File: src/rtl/dacgen_pkg.sv
package dacgen_pkg;
  localparam int TEMP_W_DEF  = 16;
  localparam int FRAC_W_DEF  = 8;
  localparam int CODE_W_DEF  = 10;
  localparam int ENTRY_W_DEF = 8;
  localparam int DEPTH_DEF   = 72;
  localparam int BANDS_DEF   = 8;
  localparam int T_LOW_DEF   = -40;

  // lower limit in whole degrees of band k
  function automatic int band_floor(input int k);
    case (k)
      0:       band_floor = -40;
      1:       band_floor = -8;
      2:       band_floor = 8;
      3:       band_floor = 24;
      4:       band_floor = 40;
      5:       band_floor = 56;
      6:       band_floor = 70;
      7:       band_floor = 88;
      default: band_floor = 104;
    endcase
  endfunction
endpackage

File: src/rtl/tdac_init_timer.sv
module tdac_init_timer #(
  parameter int INIT_CYCLES = 500
) (
  input  logic clk,
  input  logic rst,
  output logic ready_o,
  output logic fire_o
);
  localparam int CNT_W = $clog2(INIT_CYCLES + 1);

  logic [CNT_W-1:0] cnt_q;
  logic             ready_q;

  assign fire_o  = !ready_q && (cnt_q == CNT_W'(INIT_CYCLES - 1));
  assign ready_o = ready_q;

  always_ff @(posedge clk) begin
    if (rst) begin
      cnt_q   <= '0;
      ready_q <= 1'b0;
    end else if (!ready_q) begin
      cnt_q <= cnt_q + 1'b1;
      if (fire_o) ready_q <= 1'b1;
    end
  end

  // once the settling interval ends it never restarts without reset
  a_r1_ready_sticky: assert property (@(posedge clk) disable iff (rst)
    ready_q |=> ready_q);
endmodule

File: src/rtl/tdac_indexer.sv
module tdac_indexer
  import dacgen_pkg::*;
#(
  parameter int TEMP_W  = 16,
  parameter int FRAC_W  = 8,
  parameter int DEPTH   = 72,
  parameter int BANDS   = 8,
  parameter int T_LOW   = -40,
  parameter int STEP_SH = 1,
  parameter int IDX_W   = $clog2(DEPTH),
  parameter int BAND_W  = $clog2(BANDS)
) (
  input  logic              clk,
  input  logic              rst,
  input  logic              load_i,
  input  logic [TEMP_W-1:0] temp_i,
  input  logic              wr_i,
  input  logic [IDX_W-1:0]  wr_idx_i,
  output logic [IDX_W-1:0]  idx_o,
  output logic [BAND_W-1:0] band_o
);
  int                whole;
  int                rel;
  logic [BANDS-2:0]  above;
  logic [IDX_W-1:0]  idx_n;
  logic [IDX_W-1:0]  wr_clamped;
  logic [BAND_W-1:0] band_n;
  logic [IDX_W-1:0]  idx_q;
  logic [BAND_W-1:0] band_q;

  assign whole = int'($signed(temp_i)) >>> FRAC_W;
  assign rel   = whole - T_LOW;

  // one comparator per band limit above the lowest
  for (genvar gk = 0; gk < BANDS - 1; gk++) begin : g_edge
    assign above[gk] = (whole >= band_floor(gk + 1));
  end

  always_comb begin
    if (rel < 0)                        idx_n = '0;
    else if ((rel >>> STEP_SH) >= DEPTH) idx_n = IDX_W'(DEPTH - 1);
    else                                idx_n = IDX_W'(rel >>> STEP_SH);
    band_n = BAND_W'($countones(above));
    wr_clamped = (int'(wr_idx_i) >= DEPTH) ? IDX_W'(DEPTH - 1) : wr_idx_i;
  end

  always_ff @(posedge clk) begin
    if (rst) begin
      idx_q  <= '0;
      band_q <= '0;
    end else if (load_i) begin
      idx_q  <= idx_n;
      band_q <= band_n;
    end else if (wr_i) begin
      idx_q  <= wr_clamped;
    end
  end

  assign idx_o  = idx_q;
  assign band_o = band_q;

  // the address never leaves the table
  a_r2_idx_in_table: assert property (@(posedge clk) disable iff (rst)
    int'(idx_q) < DEPTH);
  // with neither a strobe nor a write, the address holds
  a_r7_idx_holds: assert property (@(posedge clk) disable iff (rst)
    (!load_i && !wr_i) |=> $stable(idx_q));
endmodule

File: src/rtl/tdac_combiner.sv
module tdac_combiner #(
  parameter int ENTRY_W = 8,
  parameter int CODE_W  = 10,
  parameter int OFF_SH  = 2
) (
  input  logic               clk,
  input  logic               rst,
  input  logic               init_i,
  input  logic [CODE_W-1:0]  init_code_i,
  input  logic               vld_i,
  input  logic [ENTRY_W-1:0] main_i,
  input  logic [ENTRY_W-1:0] off_i,
  output logic [CODE_W-1:0]  code_o
);
  localparam int MAIN_SH = CODE_W - ENTRY_W;
  localparam int SUM_W   = CODE_W + 2;
  localparam int MAX     = (1 << CODE_W) - 1;

  logic [SUM_W-1:0]  sum;
  logic [CODE_W-1:0] sat;
  logic [CODE_W-1:0] code_q;

  assign sum = (SUM_W'(main_i) << MAIN_SH) + (SUM_W'(off_i) << OFF_SH);
  assign sat = (sum > SUM_W'(MAX)) ? CODE_W'(MAX) : sum[CODE_W-1:0];

  always_ff @(posedge clk) begin
    if (rst)         code_q <= '0;
    else if (init_i) code_q <= init_code_i;
    else if (vld_i)  code_q <= sat;
  end

  assign code_o = code_q;

  // the table value changes only on a completed lookup or start-up load
  a_r4_hold_between: assert property (@(posedge clk) disable iff (rst)
    (!vld_i && !init_i) |=> $stable(code_q));
  // table entries summing past full scale give all ones
  a_r9_saturate: assert property (@(posedge clk) disable iff (rst)
    (vld_i && !init_i && ((int'(main_i) + int'(off_i)) >= (1 << ENTRY_W)))
      |=> (code_q == CODE_W'(MAX)));
endmodule

File: src/rtl/dac_tcode_gen.sv
module dac_tcode_gen
  import dacgen_pkg::*;
#(
  parameter int TEMP_W      = TEMP_W_DEF,
  parameter int FRAC_W      = FRAC_W_DEF,
  parameter int CODE_W      = CODE_W_DEF,
  parameter int ENTRY_W     = ENTRY_W_DEF,
  parameter int MAIN_DEPTH  = DEPTH_DEF,
  parameter int OFF_BANDS   = BANDS_DEF,
  parameter int INIT_CYCLES = 500,
  parameter int IDX_W       = $clog2(MAIN_DEPTH),
  parameter int BAND_W      = $clog2(OFF_BANDS)
) (
  input  logic               clk,
  input  logic               rst,
  input  logic [TEMP_W-1:0]  temp_i,
  input  logic               temp_vld_i,
  output logic [IDX_W-1:0]   lut_addr_o,
  input  logic [ENTRY_W-1:0] main_data_i,
  output logic [BAND_W-1:0]  off_addr_o,
  input  logic [ENTRY_W-1:0] off_data_i,
  input  logic               auto_en_i,
  input  logic               man_wr_i,
  input  logic [CODE_W-1:0]  man_val_i,
  input  logic               idx_wr_i,
  input  logic [IDX_W-1:0]   idx_val_i,
  input  logic               txd_i,
  input  logic               txd_rst_en_i,
  input  logic [CODE_W-1:0]  init_code_i,
  output logic [CODE_W-1:0]  dac_code_o,
  output logic               dac_drive_o
);
  logic              ready;
  logic              fire;
  logic              accept;
  logic              v1_q;
  logic              v2_q;
  logic [CODE_W-1:0] table_code;
  logic [CODE_W-1:0] man_q;
  logic [CODE_W-1:0] out_q;
  logic              drive_q;
  logic              txd_force;

  assign accept    = temp_vld_i && auto_en_i && ready;
  assign txd_force = txd_i && txd_rst_en_i;

  tdac_init_timer #(.INIT_CYCLES(INIT_CYCLES)) u_timer (
    .clk(clk), .rst(rst), .ready_o(ready), .fire_o(fire)
  );

  tdac_indexer #(
    .TEMP_W(TEMP_W), .FRAC_W(FRAC_W), .DEPTH(MAIN_DEPTH), .BANDS(OFF_BANDS),
    .T_LOW(T_LOW_DEF), .STEP_SH(1), .IDX_W(IDX_W), .BAND_W(BAND_W)
  ) u_index (
    .clk(clk), .rst(rst), .load_i(accept), .temp_i(temp_i),
    .wr_i(idx_wr_i && !auto_en_i), .wr_idx_i(idx_val_i),
    .idx_o(lut_addr_o), .band_o(off_addr_o)
  );

  // v1: address presented, v2: storage data present
  always_ff @(posedge clk) begin
    if (rst) begin
      v1_q <= 1'b0;
      v2_q <= 1'b0;
    end else begin
      v1_q <= accept;
      v2_q <= v1_q;
    end
  end

  tdac_combiner #(.ENTRY_W(ENTRY_W), .CODE_W(CODE_W), .OFF_SH(2)) u_comb (
    .clk(clk), .rst(rst), .init_i(fire), .init_code_i(init_code_i),
    .vld_i(v2_q), .main_i(main_data_i), .off_i(off_data_i), .code_o(table_code)
  );

  always_ff @(posedge clk) begin
    if (rst)                        man_q <= '0;
    else if (fire)                  man_q <= init_code_i;
    else if (man_wr_i && !auto_en_i) man_q <= man_val_i;
  end

  always_ff @(posedge clk) begin
    if (rst) begin
      out_q   <= '0;
      drive_q <= 1'b0;
    end else begin
      drive_q <= ready;
      if (!ready || txd_force) out_q <= '0;
      else if (auto_en_i)      out_q <= table_code;
      else                     out_q <= man_q;
    end
  end

  assign dac_code_o  = out_q;
  assign dac_drive_o = drive_q;

  // nothing but zero while the output is undriven
  a_r1_quiet_undriven: assert property (@(posedge clk) disable iff (rst)
    !dac_drive_o |-> (dac_code_o == '0));
  // drive stays on once enabled
  a_r1_drive_sticky: assert property (@(posedge clk) disable iff (rst)
    dac_drive_o |=> dac_drive_o);
  // in automatic mode the address moves only on a strobe
  a_r7_index_locked: assert property (@(posedge clk) disable iff (rst)
    (auto_en_i && !temp_vld_i) |=> $stable(lut_addr_o));
  // armed transmit-disable zeroes the code on the next edge
  a_r8_txd_zero: assert property (@(posedge clk) disable iff (rst)
    txd_force |=> (dac_code_o == '0));
endmodule

File: config.mk
export PLATFORM = sky130hd
export DESIGN_NAME = dac_tcode_gen
export DESIGN_NICKNAME = d
export VERILOG_FILES = /design/src/rtl/dacgen_pkg.sv /design/src/rtl/tdac_init_timer.sv /design/src/rtl/tdac_indexer.sv /design/src/rtl/tdac_combiner.sv /design/src/rtl/dac_tcode_gen.sv
export SDC_FILE = /design/constraint.sdc
export NUM_CORES = 1
export LEC_CHECK = 0
export BUFFER_PORTS_ARGS = -buffer_cell sky130_fd_sc_hd__buf_2
export CAP_MARGIN = 10
export CORE_MARGIN = 2
export CORE_UTILIZATION = 48
export DETAILED_ROUTE_END_ITERATION = 8
export GPL_TIMING_DRIVEN = 1
export PLACE_DENSITY = 0.75
export SYNTH_ARGS = -nofsm -noshare
export SYNTH_HDL_FRONTEND = slang
export SYNTH_SLANG_ARGS = --single-unit
File: constraint.sdc
create_clock -name clk -period 3.7 [get_ports clk]
set_clock_uncertainty 0.2 [all_clocks]
set_input_delay 0.74 -clock clk [delete_from_list [all_inputs] [get_ports clk]]
set_output_delay 0.74 -clock clk [all_outputs]
set_load 0.01 [all_outputs]
==> metrics.csv <==
stage,metric,value,unit
grt,grt_usage,0.1915,
layout,stdcell_count,492,
worst_hold_path,holdPathEnd,v2_q$_SDFF_PP0_,
floorplan,num_io_pins,88,
power_and_ir_drop,ir_worst_vdd,190.6,uV
placement,place.port_buffers,79,
cts,cts_resized,0,
layout,mostFrequentLayoutCells,"79 x buf_2, 53 x dfxtp_1, 49 x nor2_1, 29 x nand2_1, 25 x a21oi_1",
critical_path,required,3.72,ns
sta,final.setup.tns,0,ns
cts,cts_setup_buffers,0,
power_and_ir_drop,p_leak,1.506,nW
layout,diodes,0,
critical_path,crit_path_start_kind,primary input,
sta,rsz0062_at_grt,false,
critical_path,critPathKind,primary input to flip-flop,
sta,hold_viol_final,0,
sta,relSlewSlack,0.4817,
detailed_routing,ant_nets,0,
placement,dpl.hpwl,4962,microns
layout,area_delta_synth_final,17.05,%
power_and_ir_drop,powerDensity,326.3,nW/um^2
sta,fin_crit,3.266,ns
flow_run,max_cap_violations,0,
floorplan,dieArea,6869,sq um
layout,drive_above_1_share,0.2494,
synth,synth.avg_cell_area,8.632,sq um
synth,synth_cell_types,56,
sta,setup_viol,0,
sta,fin_crit_sh,0.8828,
sta,max_freq,0.3062,GHz
critical_path,path_max_fanout,7,
synth,yosys.area.top_type,dfxtp_1,
synth,yosys.area.top_type_share,0.3553,
grt,grt_max_degree,44,
critical_path,r2r-end,u_comb.code_o[6]$_SDFFE_PP0P_,
synth,synth_flop_cell,dfxtp_1,
critical_path,arrival,3.29,ns
cts,htree_levels,2,
synth,synth-edff-count,0,
critical_path,r2r_slack,1.36,ns
worst_hold_path,hold_path_depth,1,
layout,final_common_cell,buf_2,
synth,async_flop_share,0,
cts,clockBufferDepth,2,
cts,clk_pin_slew,0.10,ns
floorplan,core_area,5956,sq um
grt,overflow,0,
cts,clk_root_buffer_cell,clkbuf_8,
detailed_routing,vias,2707,
critical_path,ff2ff_path_depth,5,
detailed_routing,route.detailed.drc,0,
worst_hold_path,min-delay-start,v1_q$_SDFF_PP0_,
detailed_routing,via_per_inst,5.502,
synth,ys_warn_count,0,
grt,antenna_found_initial,0,
detailed_routing,initialDrtViolationCount,179,
floorplan,rows,28,
worst_hold_path,worstHoldPathType,flip-flop to flip-flop,
cts,insertion_delay,0.31,ns
detailed_routing,first_pass_iters,4,
cts,cts_hold_buf,0,
critical_path,r2r-start,v2_q$_SDFF_PP0_,
sta,layout_setup_ws,0.4338,ns
synth,syn-num-nets,434,
critical_path,critPathLaunch,temp_i[11],
placement,dp_slack,0.08733,ns
layout,fin_nets,504,
synth,ys_seq_area_frac,0.3553,
synth,synthCells,346,
placement,dp_cells,484,
outcome,outcome,"finished, final reports clean",
floorplan,start_util,0.5015,
layout,num-fill-cells,557,
grt,grt_first_pass_wirelength,11140,microns
critical_path,cp-end-kind,flip-flop,
floorplan,die_h,82.88,microns
sta,timing.hold.ws,0.2478,ns
cts,cts_inserted_buffers,5,
placement,place.gp.congestion,0.8258,
floorplan,die-width,82.88,microns
detailed_routing,wire_per_inst,13.31,microns
sta,worstMarginPinSlew,0.7774,ns
grt,grt_pass1_vias,2497,
synth,netlist_area,2987,sq um
detailed_routing,wl,6550,microns
cts,clock_sinks,53,
cts,cts_tree,done,
sta,maxSlewViolCount,0,
synth,synth_area_leaders,"dfxtp_1 36%, ha_1 7.1%, nor2_1 6.2%, a21oi_1 4.2%, mux2i_1 3.7%",
synth,ys_ff_latch,53,
-- layer usage --
| metal | vias to the layer above | track usage | share of wire |
|---|---|---|---|
| met5 | - | 0 | 0 |
| met2 | 75 | 0.3380 | 0.49 |
| li1 | 1378 | - | - |
| met4 | 0 | 0.05067 | 0.012 |
| met1 | 1248 | 0.2433 | 0.45 |
| met3 | 6 | 0.02883 | 0.053 |
-- power by group --
part,internal [mW],switching (mW),total (mW)
sequential,0.585,0.00843,0.594
clock,0.138,0.198,0.336
combinational,0.0948,0.116,0.211
total,0.818,0.323,1.14
-- worst max-delay path, stage by stage --
cell,delay [ns]
buf_2,0.14
ha_1,0.22
a21o_1,0.17
o31a_1,0.24
ha_1,0.27
inv_1,0.05
fa_1,0.53
inv_1,0.04
ha_1,0.19
inv_1,0.07
fa_1,0.41
a211oi_1,0.21
-- cell families (layout without fill, tap and decap cells) --
group           Yosys count  in the layout  share of synthesized area
compound gates           96             96                     0.2384
xor+xnor                 11             11                    0.03226
fa+ha+maj                21             21                    0.09803
buf+inv                  36            107                    0.05404
flops                    53             53                     0.3553
mux                      11             11                    0.03687
simple gates            118            118                     0.1852
-- area by class of cell --
type | count | area (sq um) | share of cell area
timing repair buffer | 82 | 417.9 | 0.1195
sequential | 53 | 1061 | 0.3035
multi-input combinational | 257 | 1764 | 0.5047
clock buffer | 5 | 68.82 | 0.01969
clock inverter | 3 | 26.28 | 0.007516
inverter | 17 | 63.81 | 0.01825
tap | 75 | 93.84 | 0.02684
-- registers in the layout, summed over array words and instances (netlist names) --
| name | flops |
|---|---|
| u_timer.ready_o | 1 |
| man_q | 10 |
| u_index.band_o | 3 |
| v2_q | 1 |
| u_comb.code_o | 10 |
| u_timer.cnt_q | 9 |
| v1_q | 1 |
| dac_code_o | 10 |
| u_index.idx_o | 7 |
| dac_drive_o | 1 |
-- through the flow --
stage	total power [mW]	util	cell area, sq um
floorplan	0.7476	-	2987
global placement	0.8129	0.5710	3401
detailed placement	0.8198	0.5710	3401
CTS	1.156	0.5870	3496
global route	1.203	0.5870	3496
finish	1.141	0.5870	3496
-- worst max path at each step --
stage,to,depth (start not counted)
after floorplan,u_index.band_o[2]$_SDFFE_PP0P_,12
after global placement,u_index.band_o[2]$_SDFFE_PP0P_,13
after detailed placement,u_index.band_o[2]$_SDFFE_PP0P_,13
after CTS,u_index.band_o[1]$_SDFFE_PP0P_,12
after global routing,u_index.band_o[2]$_SDFFE_PP0P_,13
final,u_index.band_o[1]$_SDFFE_PP0P_,12
-- synthesized netlist by cell type, drive strengths merged, types with 5 or more instances --
| cell type | n |
|---|---|
| inv | 17 |
| buf | 9 |
| a211oi | 10 |
| dfxtp | 53 |
| o221ai | 6 |
| a21oi | 26 |
| and3 | 5 |
| nand2 | 29 |
| clkbuf | 10 |
| xnor2 | 7 |
| o21ai | 19 |
| ha | 17 |
| mux2i | 11 |
| nor2 | 49 |
| nor3 | 5 |
| a311oi | 11 |
| nand3 | 6 |
Note: power is estimated with default switching activity, not from simulation.
